--- src/rtl/tl_pkg.sv ---
package tl_pkg;

  typedef enum logic [1:0] {
    PH_RED    = 2'd0,
    PH_GREEN  = 2'd1,
    PH_YELLOW = 2'd2
  } phase_e;

  localparam int unsigned NUM_PHASES = 3;

  function automatic phase_e phase_succ(input phase_e cur);
    case (cur)
      PH_RED:    return PH_GREEN;
      PH_GREEN:  return PH_YELLOW;
      default:   return PH_RED;
    endcase
  endfunction

endpackage

--- src/rtl/tl_rst_sync.sv ---
module tl_rst_sync #(
  parameter int unsigned STAGES = 2
) (
  input  logic clk_i,
  input  logic rst_ni,
  output logic rst_sync_no
);

  logic [STAGES-1:0] sync_q;
  logic [STAGES-1:0] sync_d;

  always_comb begin
    sync_d = {sync_q[STAGES-2:0], 1'b1};
  end

  always_ff @(posedge clk_i or negedge rst_ni) begin
    if (!rst_ni) begin
      sync_q <= '0;
    end else begin
      sync_q <= sync_d;
    end
  end

  assign rst_sync_no = sync_q[STAGES-1];

endmodule

--- src/rtl/tl_dwell_ctr.sv ---
module tl_dwell_ctr #(
  parameter int unsigned CNT_W = 5
) (
  input  logic             clk_i,
  input  logic             rst_ni,
  input  logic             run_i,
  input  logic [CNT_W-1:0] last_i,
  output logic             expire_o
);

  logic [CNT_W-1:0] cnt_q;
  logic [CNT_W-1:0] cnt_d;
  logic             expire;

  always_comb begin
    cnt_d  = cnt_q;
    expire = 1'b0;
    if (run_i) begin
      if (cnt_q == last_i) begin
        cnt_d  = '0;
        expire = 1'b1;
      end else begin
        cnt_d  = cnt_q + 1'b1;
      end
    end
  end

  always_ff @(posedge clk_i or negedge rst_ni) begin
    if (!rst_ni) begin
      cnt_q <= '0;
    end else if (run_i) begin
      cnt_q <= cnt_d;
    end
  end

  assign expire_o = expire;


  pause_hold_chk: assert property (@(posedge clk_i) disable iff (!rst_ni)
    !run_i |=> $stable(cnt_q));


  cnt_bound_chk: assert property (@(posedge clk_i) disable iff (!rst_ni)
    cnt_q <= last_i);

endmodule

--- src/rtl/tl_phase_fsm.sv ---
module tl_phase_fsm
  import tl_pkg::*;
#(
  parameter int unsigned CNT_W   = 5,
  parameter int unsigned RED_CYC = 32,
  parameter int unsigned GRN_CYC = 20,
  parameter int unsigned YEL_CYC = 7
) (
  input  logic             clk_i,
  input  logic             rst_ni,
  input  logic             expire_i,
  output phase_e           phase_o,
  output logic [CNT_W-1:0] last_o
);

  localparam logic [CNT_W-1:0] RED_LAST = CNT_W'(RED_CYC - 1);
  localparam logic [CNT_W-1:0] GRN_LAST = CNT_W'(GRN_CYC - 1);
  localparam logic [CNT_W-1:0] YEL_LAST = CNT_W'(YEL_CYC - 1);

  phase_e phase_q;
  phase_e phase_d;

  always_comb begin
    phase_d = phase_q;
    if (expire_i) begin
      phase_d = phase_succ(phase_q);
    end
  end

  always_ff @(posedge clk_i or negedge rst_ni) begin
    if (!rst_ni) begin
      phase_q <= PH_RED;
    end else begin
      phase_q <= phase_d;
    end
  end

  always_comb begin
    case (phase_q)
      PH_RED:    last_o = RED_LAST;
      PH_GREEN:  last_o = GRN_LAST;
      default:   last_o = YEL_LAST;
    endcase
  end

  assign phase_o = phase_q;


  phase_hold_chk: assert property (@(posedge clk_i) disable iff (!rst_ni)
    !expire_i |=> $stable(phase_q));


  red_next_chk: assert property (@(posedge clk_i) disable iff (!rst_ni)
    (phase_q == PH_RED) |=> (phase_q == PH_RED || phase_q == PH_GREEN));


  green_next_chk: assert property (@(posedge clk_i) disable iff (!rst_ni)
    (phase_q == PH_GREEN) |=> (phase_q == PH_GREEN || phase_q == PH_YELLOW));


  yellow_next_chk: assert property (@(posedge clk_i) disable iff (!rst_ni)
    (phase_q == PH_YELLOW) |=> (phase_q == PH_YELLOW || phase_q == PH_RED));

endmodule

--- src/rtl/tl_lamp_dec.sv ---
module tl_lamp_dec
  import tl_pkg::*;
(
  input  phase_e                  phase_i,
  output logic [NUM_PHASES-1:0]   lamp_o
);

  for (genvar gi = 0; gi < NUM_PHASES; gi++) begin : g_lamp
    assign lamp_o[gi] = (phase_i == phase_e'(gi));
  end

endmodule

--- src/rtl/tl_lamp_ctrl.sv ---
module tl_lamp_ctrl
  import tl_pkg::*;
#(
  parameter int unsigned RED_CYC    = 32,
  parameter int unsigned GRN_CYC    = 20,
  parameter int unsigned YEL_CYC    = 7,
  parameter int unsigned SYNC_STAGE = 2
) (
  input  logic clk_i,
  input  logic rst_ni,
  input  logic run_i,
  output logic red_o,
  output logic yellow_o,
  output logic green_o
);

  localparam int unsigned MAX_RG = (RED_CYC > GRN_CYC) ? RED_CYC : GRN_CYC;
  localparam int unsigned MAX_D  = (MAX_RG > YEL_CYC) ? MAX_RG : YEL_CYC;
  localparam int unsigned CNT_W  = (MAX_D > 2) ? $clog2(MAX_D) : 1;

  logic                  rst_int_n;
  logic                  expire;
  logic [CNT_W-1:0]      last;
  phase_e                phase;
  logic [NUM_PHASES-1:0] lamp;

  tl_rst_sync #(
    .STAGES (SYNC_STAGE)
  ) u_rst_sync (
    .clk_i       (clk_i),
    .rst_ni      (rst_ni),
    .rst_sync_no (rst_int_n)
  );

  tl_dwell_ctr #(
    .CNT_W (CNT_W)
  ) u_dwell_ctr (
    .clk_i    (clk_i),
    .rst_ni   (rst_int_n),
    .run_i    (run_i),
    .last_i   (last),
    .expire_o (expire)
  );

  tl_phase_fsm #(
    .CNT_W   (CNT_W),
    .RED_CYC (RED_CYC),
    .GRN_CYC (GRN_CYC),
    .YEL_CYC (YEL_CYC)
  ) u_phase_fsm (
    .clk_i    (clk_i),
    .rst_ni   (rst_int_n),
    .expire_i (expire),
    .phase_o  (phase),
    .last_o   (last)
  );

  tl_lamp_dec u_lamp_dec (
    .phase_i (phase),
    .lamp_o  (lamp)
  );

  assign red_o    = lamp[PH_RED];
  assign green_o  = lamp[PH_GREEN];
  assign yellow_o = lamp[PH_YELLOW];


  one_lamp_chk: assert property (@(posedge clk_i) disable iff (!rst_int_n)
    $countones({red_o, yellow_o, green_o}) == 1);


  reset_red_chk: assert property (@(posedge clk_i)
    !rst_int_n |-> red_o);

endmodule

--- config.mk ---
export PLATFORM = sky130hd
export DESIGN_NAME = tl_lamp_ctrl
export DESIGN_NICKNAME = d
export VERILOG_FILES = /design/src/rtl/tl_pkg.sv /design/src/rtl/tl_rst_sync.sv /design/src/rtl/tl_dwell_ctr.sv /design/src/rtl/tl_phase_fsm.sv /design/src/rtl/tl_lamp_dec.sv /design/src/rtl/tl_lamp_ctrl.sv
export SDC_FILE = /design/constraint.sdc
export NUM_CORES = 1
export LEC_CHECK = 0
export BUFFER_PORTS_ARGS = -buffer_cell sky130_fd_sc_hd__buf_4
export CORE_AREA = 5 5 42 44
export CTS_CLUSTER_DIAMETER = 100
export DETAILED_ROUTE_END_ITERATION = 10
export DIE_AREA = 0 0 47 49
export GPL_ROUTABILITY_DRIVEN = 1
export PLACE_DENSITY_LB_ADDON = 0.05
export SYNTH_ARGS = -nofsm -noshare
export SYNTH_HDL_FRONTEND = slang
export SYNTH_SLANG_ARGS = --single-unit
export TNS_END_PERCENT = 1
--- constraint.sdc ---
create_clock -name clk_i -period 1.55 [get_ports clk_i]
set_clock_uncertainty 0.2 [all_clocks]
set_input_delay 0.31 -clock clk_i [delete_from_list [all_inputs] [get_ports clk_i]]
set_output_delay 0.31 -clock clk_i [all_outputs]
set_load 0.01 [all_outputs]
==> results of run 1 <==
-- per-stage QoR --
| stage | std cells | setup slack [ns] |
|---|---|---|
| detailed placement | 69 | -0.156 |
| CTS | 75 | -0.159 |
| global route | 77 | -0.191 |
| floorplan | 43 | -0.114 |
| global placement | 69 | -0.130 |
| finish | 77 | -0.145 |
-- final timing paths --
kind	cells after the start	endpoint	slack, ns	from
worst max-delay path	4	u_phase_fsm.phase_o[1]	-0.15	u_phase_fsm.phase_o[1]
worst min-delay path	2	u_dwell_ctr.cnt_q[1]	0.10	run_i
worst max register to register	4	u_phase_fsm.phase_o[1]	-0.15	u_phase_fsm.phase_o[1]
worst min register to register	0	u_rst_sync.sync_q[1]	0.15	u_rst_sync.sync_q[0]
max in group asynchronous	1	u_phase_fsm.phase_o[1]	0.40	u_rst_sync.sync_q[1]
min in group asynchronous	2	u_rst_sync.sync_q[0]	0.17	rst_ni
-- state kept, by name, summed over array words and instances, names as in the netlist --
signal / count
u_dwell_ctr.cnt_q: 5
u_rst_sync.sync_q: 2
u_phase_fsm.phase_o: 2
-- cell usage after synthesis (2+ instances only) --
master / count
a21oi_1: 2
dfrtp_1: 9
inv_1: 2
mux2_4: 2
nand2_1: 4
nand2b_1: 2
nand4_1: 2
-- logic make-up after synthesis --
| family | share of synthesized area (%) |
|---|---|
| flip-flops | 48.8 |
| other | 0.812 |
| AO/OA/AOI/OAI | 10.6 |
| XOR/XNOR | 1.90 |
| multiplexers | 6.50 |
| buffers and inverters | 2.44 |
| adder cells (fa/ha/maj) | 2.71 |
| AND/OR/NAND/NOR | 26.3 |
-- routing by layer --
metal | GRT usage [%] | vias to the layer above
met4 | 4.15 | 0
met1 | 13.1 | 180
met3 | 3.32 | 2
met5 | 0 | -
met2 | 12.9 | 9
li1 | - | 189
-- power groups by stage --
stage / registers [mW] / logic, mW / clock network (mW)
finish: 0.368 / 0.437 / 0.177
global route: 0.377 / 0.488 / 0.200
floorplan: 0.375 / 0.203 / 0
detailed placement: 0.367 / 0.374 / 0
global placement: 0.369 / 0.373 / 0
CTS: 0.361 / 0.387 / 0.190
-- worst max-delay path, cell delays in order (launching register included) --
cell     delay, ns
dfrtp_2       0.41
or3b_4        0.42
a21oi_4       0.19
nand2_4       0.08
mux2_4        0.29
-- area by class of cell --
type	count	area, µm²	share of cell area [%]
repair buffers	15	118	18.2
inverters	2	7.51	1.16
flip-flops and latches	9	226	35.1
multi-input cells	31	248	38.4
well taps	16	20.0	3.10
clock buffers	4	26.3	4.07
-- repair_timing --
action / 4_1_cts / 5_1_grt
hold endpoints to repair: 9 / 0
gates resized for setup: 1 / 5
buffers inserted: 0 / 2
setup endpoints to repair: 8 / 9
pin swaps: 0 / 1
hold buffers: 2 / 0
==> results.toml, run 1 <==
[logic_synthesis]
synth_area_leaders = "dfrtp_1 49%, mux2_4 6.5%, nand2_1 3.3%"
ys_warn_count = 0
post-synth-top-area-cell = "dfrtp_1"
ys_seq_elements = 9
synth_enable_flop_cells = 0
syn_nets = 47
postSynthCellCount = 43
synth_top_area_share_pct = 48.8
syn_area_um2 = 462
synth.distinct_cells = 27
ys_async_sr_fraction_pct = 100
syn_avg_cell_area_um2 = 10.7
synth-seq-area-share_pct = 48.8
synth_flop_cell = "dfrtp_1"

[timing]
hold_slack_ns = 0.104
rsz0062_at_grt = "true"
fin_crit_ns = 1.70
fin_ws_ns = -0.145
final_max_slew_viol_count = 0
setup_tns_ns = -0.658
max_freq_mhz = 590
fin_crit_sh_pct = 109
hold_viol_final = 0
setup_viol_count_final = 9

[critical_path]
endpoint_kind = "register"
startpoint_type = "register"
crit_required_ns = 1.49
cp_max_fo = 6
crit_arrival_ns = 1.63
crit_type = "register to register"

[clock_tree]
cts_buffer_depth = 2
cts.htree.levels = 1
cts.sinks = 9
worstSkewPairLatency_ns = 0.25
numCtsBuffers = 3
cts_tree = "built"
cts_root_buf = "clkbuf_4"
clk_pin_slew_ns = 0.06

[grt]
grt_usage_pct = 9.45
grt_max_degree = 10
antenna_found_initial = 0
grt_pass1_vias = 355
grt.overflow.total = 0
grt_pass1_wl_um = 1560

[routing]
wl_met1_um = 410
routed.top_layer = "met4"
avgRoutedWirePerCell_um = 12.3
wl_met2_um = 490
drt_pre_antenna_iters = 4
viasPerCell = 4.94
wl_met3_um = 38
drt-total-wl_um = 949
drt_iter0_drc = 2
antenna_left = 0
vias = 380
drc = 0

[layout]
nFillCells = 146
syn_to_final_growth_pct = 39.8
diodes = 0
stdcell_area_um2 = 646
final_cell_mix = "13 x buf_4, 8 x dfrtp_1, 4 x nand2_1"
utilization_pct = 46.1
drive_above_1_share_pct = 41.0
finalNetCount = 66
final_common_cell = "buf_4"

[run_status]
violations = "setup timing"
status = "finished, violations left"

[pwr]
power.share.switching_pct = 33.7
power.switching_mw = 0.331
ir_drop_mv = 0.625
p_clk_share_pct = 18.0
leakage_nw = 0.318
intPower_mw = 0.651
power_mw = 0.983
power_frac_seq_pct = 37.5
p_comb_share_pct = 44.5
powerDensity_nw_per_um2 = 1520

[place]
postPlaceCellArea_um2 = 561
place_congestion = 0.739
hpwl_um = 661
port_buffers = 5

[floorplan]
start_util_pct = 32.9
die_area_um2 = 2300
ios = 6
row_count = 14
die_w_um = 47
die_h_um = 49
core-area_um2 = 1400

[run]
maxCapViolations = 0

[min_path]
worstHoldPathType = "primary input to register"
(Power assumes the default switching activity.)
==> inputs of run 2 (changes only) <==
--- a/config.mk
+++ b/config.mk
@@ -12,6 +12,7 @@
 export DIE_AREA = 0 0 47 49
 export GPL_ROUTABILITY_DRIVEN = 1
 export PLACE_DENSITY_LB_ADDON = 0.05
+export RECOVER_POWER = 100
 export SYNTH_ARGS = -nofsm -noshare
 export SYNTH_HDL_FRONTEND = slang
 export SYNTH_SLANG_ARGS = --single-unit
==> run 2 against run 1 <==
Against the previous run: the run still ends with setup timing left; register-to-register slack hardly changed; core utilization fell by 0.27 points; power decreased by 0.35%; sequential power about the same; cell area decreased by 0.58%; maximum frequency about the same; critical endpoint unchanged.
==> results.toml, run 2 (synthesis results as in run 1) <==
[critical_path]
startpoint_type = "register"
reg2reg_from = "u_phase_fsm.phase_o[1]"
cp_max_fo = 6
crit_arrival_ns = 1.63
endpoint_kind = "register"
startpoint = "u_phase_fsm.phase_o[1]"
crit_type = "register to register"
crit_required_ns = 1.49

[layout]
regMostFlops = "u_dwell_ctr.cnt_q"
largest_reg_flops = 5
finalNetCount = 66
drive_above_1_share_pct = 39.3
syn_to_final_growth_pct = 39.0
final_cell_mix = "11 x buf_4, 8 x dfrtp_1, 4 x nand2_1, 4 x clkbuf_4"
final_cells = 77
final_common_cell = "buf_4"
diodes = 0

[timing]
fin_crit_sh_pct = 109
fin_ws_ns = -0.145
final_max_slew_viol_count = 0
fin_crit_ns = 1.69
setup_tns_ns = -0.651
max_freq_mhz = 590
hold_viol_final = 0
rsz0062_at_grt = "true"
hold_slack_ns = 0.104
setup_viol_count_final = 9

[floorplan]
die_h_um = 49
row_count = 14
ios = 6
die_area_um2 = 2300
die_w_um = 47
core-area_um2 = 1400
start_util_pct = 32.9

[grt]
grt_usage_pct = 9.45
grt_pass1_vias = 355
grt.overflow.total = 0
grt_max_degree = 10
antenna_found_initial = 0
grt_pass1_wl_um = 1560

[clock_tree]
cts_tree = "built"
cts.sinks = 9
worstSkewPairLatency_ns = 0.25
cts_root_buf = "clkbuf_4"
clk_pin_slew_ns = 0.06
cts_buffer_depth = 2
numCtsBuffers = 3
cts.htree.levels = 1

[run_status]
status = "finished, violations left"
violations = "setup timing"

[pwr]
ir_drop_mv = 0.623
leakage_nw = 0.315
powerDensity_nw_per_um2 = 1530

[place]
placed_cells_incl_taps = 69
hpwl_um = 661
port_buffers = 5
place_congestion = 0.739

[min_path]
worstHoldPathType = "primary input to register"
min_from = "run_i"

[routing]
vias = 381
drt_iter0_drc = 2
drc = 0
drt-total-wl_um = 945
drt_pre_antenna_iters = 4
viasPerCell = 4.95
antenna_left = 0
avgRoutedWirePerCell_um = 12.3

[run]
maxCapViolations = 0
-- run 2: final cells by class --
class	instances	area, µm²
inverters	2	7.51
flip-flops and latches	9	226
fillers	148	759
multi-input cells	31	248
repair buffers	15	114
well taps	16	20.0
clock buffers	4	26.3
-- run 2: path summary, 6_finish.rpt --
| check | end | slack [ns] | cells past startpoint |
|---|---|---|---|
| worst max-delay path | u_phase_fsm.phase_o[1] | -0.14 | 4 |
| max in group asynchronous | u_phase_fsm.phase_o[1] | 0.40 | 1 |
| worst max register to register | u_phase_fsm.phase_o[1] | -0.14 | 4 |
| worst min register to register | u_rst_sync.sync_q[1] | 0.15 | 0 |
| min in group asynchronous | u_rst_sync.sync_q[0] | 0.17 | 2 |
| worst min-delay path | u_dwell_ctr.cnt_q[1] | 0.10 | 2 |
-- run 2: timing repair --
item | in CTS | in global routing
cloned | 0 | 0
pin swaps | 0 | 1
endpoints found under the setup margin | 8 | 9
resized for setup | 1 | 5
setup buffers | 0 | 2
hold endpoints to repair | 9 | 0
hold buffers | 2 | 0
-- run 2: critical path, stage by stage (launching register included) --
cell     delay (ns)
dfrtp_2        0.41
or3b_4         0.42
a21oi_4        0.19
nand2_4        0.08
mux2_4         0.29
-- run 2: through the flow --
stage / utilization, % / total power [mW] / setup WS, ns / instance area, µm²
after floorplan: - / 0.578 / -0.114 / 462
after global placement: 40.0 / 0.742 / -0.130 / 561
after detailed placement: 40.0 / 0.741 / -0.156 / 561
after CTS: 43.5 / 0.938 / -0.159 / 609
after global routing: 45.8 / 1.06 / -0.191 / 642
final: 45.8 / 0.979 / -0.145 / 642
-- run 2: power breakdown --
group / switching (mW) / internal, mW
Combinational: 0.188 / 0.246
Sequential: 0.0638 / 0.304
Clock: 0.0783 / 0.0990
-- run 2: routing by layer --
metal,share of wire (%),up-vias,global-route usage (%)
met3,4.0,2,3.32
li1,-,189,-
met2,52,9,12.9
met5,0,-,0
met1,43,181,13.1
met4,0.95,0,4.15
==> inputs of run 3 (changes only) <==
--- a/config.mk
+++ b/config.mk
@@ -6,10 +6,10 @@
 export NUM_CORES = 1
 export LEC_CHECK = 0
 export BUFFER_PORTS_ARGS = -buffer_cell sky130_fd_sc_hd__buf_4
-export CORE_AREA = 5 5 42 44
+export CORE_MARGIN = 5
+export CORE_UTILIZATION = 35
 export CTS_CLUSTER_DIAMETER = 100
 export DETAILED_ROUTE_END_ITERATION = 10
-export DIE_AREA = 0 0 47 49
 export GPL_ROUTABILITY_DRIVEN = 1
 export PLACE_DENSITY_LB_ADDON = 0.05
 export RECOVER_POWER = 100
==> run 3 against run 2 <==
Against the previous run: the flow still finishes with violations (setup timing); core utilization is 4.9 points higher; register-to-register slack hardly changed; maximum frequency is 0.18% higher; sequential share of layout area is 0.069 points lower.
==> results.toml, run 3 (synthesis results as in run 1) <==
[routing]
vias = 384
antenna_left = 0
avgRoutedWirePerCell_um = 12.5
drc = 0
viasPerCell = 4.99
drt_iter0_drc = 0
drt_pre_antenna_iters = 1
drt-total-wl_um = 960

[timing]
fin_ws_ns = -0.142
max_freq_mhz = 591
rsz0062_at_grt = "true"
fin_crit_sh_pct = 109
hold_slack_ns = 0.109
fin_crit_ns = 1.69
final_max_slew_viol_count = 0
hold_viol_final = 0
setup_viol_count_final = 8

[layout]
nFillCells = 116
final_cell_mix = "13 x buf_4, 8 x dfrtp_1, 4 x nand2_1"
drive_above_1_share_pct = 40.3
largest_reg_flops = 5
stdcell_area_um2 = 643
utilization_pct = 50.7
diodes = 0
finalNetCount = 67
regMostFlops = "u_dwell_ctr.cnt_q"
final_common_cell = "buf_4"
syn_to_final_growth_pct = 39.3

[grt]
grt_max_degree = 10
grt_usage_pct = 12.0
grt_pass1_vias = 419
grt_pass1_wl_um = 1740
antenna_found_initial = 0
grt.overflow.total = 0

[critical_path]
reg2reg_from = "u_phase_fsm.phase_o[1]"
startpoint_type = "register"
endpoint_kind = "register"
rr_worst_depth = 4
crit_arrival_ns = 1.64
r2r_end = "u_phase_fsm.phase_o[0]"
crit_type = "register to register"
crit_required_ns = 1.50
cp_max_fo = 6
r2r_setup_slack_ns = -0.14

[place]
port_buffers = 5
place_congestion = 0.731
postPlaceCellArea_um2 = 567
pre_cts_slack_ns = -0.191

[min_path]
min_from = "run_i"
hold_end = "u_dwell_ctr.cnt_q[1]"
holdPathStages = 2
worstHoldPathType = "primary input to register"

[clock_tree]
cts_tree = "built"
clk_pin_slew_ns = 0.06
worstSkewPairLatency_ns = 0.26
cts.sinks = 9
cts_root_buf = "clkbuf_4"
numCtsBuffers = 3
cts_buffer_depth = 2
cts.htree.levels = 1

[floorplan]
start_util_pct = 36.4
core-area_um2 = 1270
die_area_um2 = 2150
die_w_um = 46.3
row_count = 13
ios = 6
die_h_um = 46.3

[pwr]
powerDensity_nw_per_um2 = 1520
leakage_nw = 0.318
ir_drop_mv = 0.689

[run]
maxCapViolations = 0

[run_status]
status = "finished, violations left"
violations = "setup timing"
==> run 3: how the worst max path moves through the flow <==
stage                      startpoint                     end  slack, ns  depth (start not counted)
2_1_floorplan  u_phase_fsm.phase_o[1]  u_phase_fsm.phase_o[0]      -0.11                          4
3_3_place_gp   u_phase_fsm.phase_o[1]  u_phase_fsm.phase_o[0]      -0.13                          4
3_5_place_dp   u_phase_fsm.phase_o[1]  u_phase_fsm.phase_o[0]      -0.19                          4
4_1_cts        u_phase_fsm.phase_o[1]  u_phase_fsm.phase_o[0]      -0.19                          4
5_1_grt        u_phase_fsm.phase_o[1]                 green_o      -0.20                          3
6_report       u_phase_fsm.phase_o[1]  u_phase_fsm.phase_o[0]      -0.14                          4
==> run 3: metal layers <==
| metal | GRT usage [%] | wire length, µm | vias up | part of all wire (%) |
|---|---|---|---|---|
| met5 | 0 | 0 | - | 0 |
| met4 | 8.52 | 27 | 0 | 2.8 |
| met3 | 3.52 | 33 | 5 | 3.4 |
| met2 | 19.8 | 488 | 6 | 51 |
| met1 | 12.9 | 410 | 182 | 43 |
| li1 | - | - | 191 | - |
==> run 3: what timing repair did <==
action                     4_1_cts  5_1_grt
pin swaps                        2        1
hold buffers                     2        0
setup buffers                    1        1
gates cloned                     0        0
hold endpoints to repair         9        0
setup endpoints to repair        9        9
resized for setup                4        1
==> run 3: final cells by class <==
class | instances | area, µm² | area share (%)
Clock buffer | 4 | 26.3 | 4.09
Inverter | 2 | 7.51 | 1.17
Multi-Input combinational cell | 31 | 243 | 37.7
Sequential cell | 9 | 226 | 35.2
Tap cell | 15 | 18.8 | 2.92
Timing Repair Buffer | 16 | 121 | 18.9
==> run 3: worst max-delay path, cell delays in order, from the launching register on <==
cell and delay [ns]:
dfrtp_2 0.41, and4bb_2 0.23, a311o_2 0.35, nand2_4 0.09, mux2_4 0.30
==> run 3: metrics by stage <==
| stage | TNS [ns] | instances | power, mW |
|---|---|---|---|
| after CTS | -1.09 | 76 | 0.976 |
| final | -0.726 | 77 | 0.979 |
| after global routing | -1.27 | 77 | 1.06 |
| after floorplan | -0.229 | 43 | 0.578 |
| after global placement | -0.280 | 69 | 0.754 |
| after detailed placement | -0.555 | 69 | 0.760 |
==> run 3: report_power, final <==
group / leakage [nW] / internal (mW) / switching (mW)
sequential: 0.109 / 0.304 / 0.0526
combinational: 0.194 / 0.249 / 0.193
clock: 0.0150 / 0.0992 / 0.0821
total: 0.318 / 0.651 / 0.327
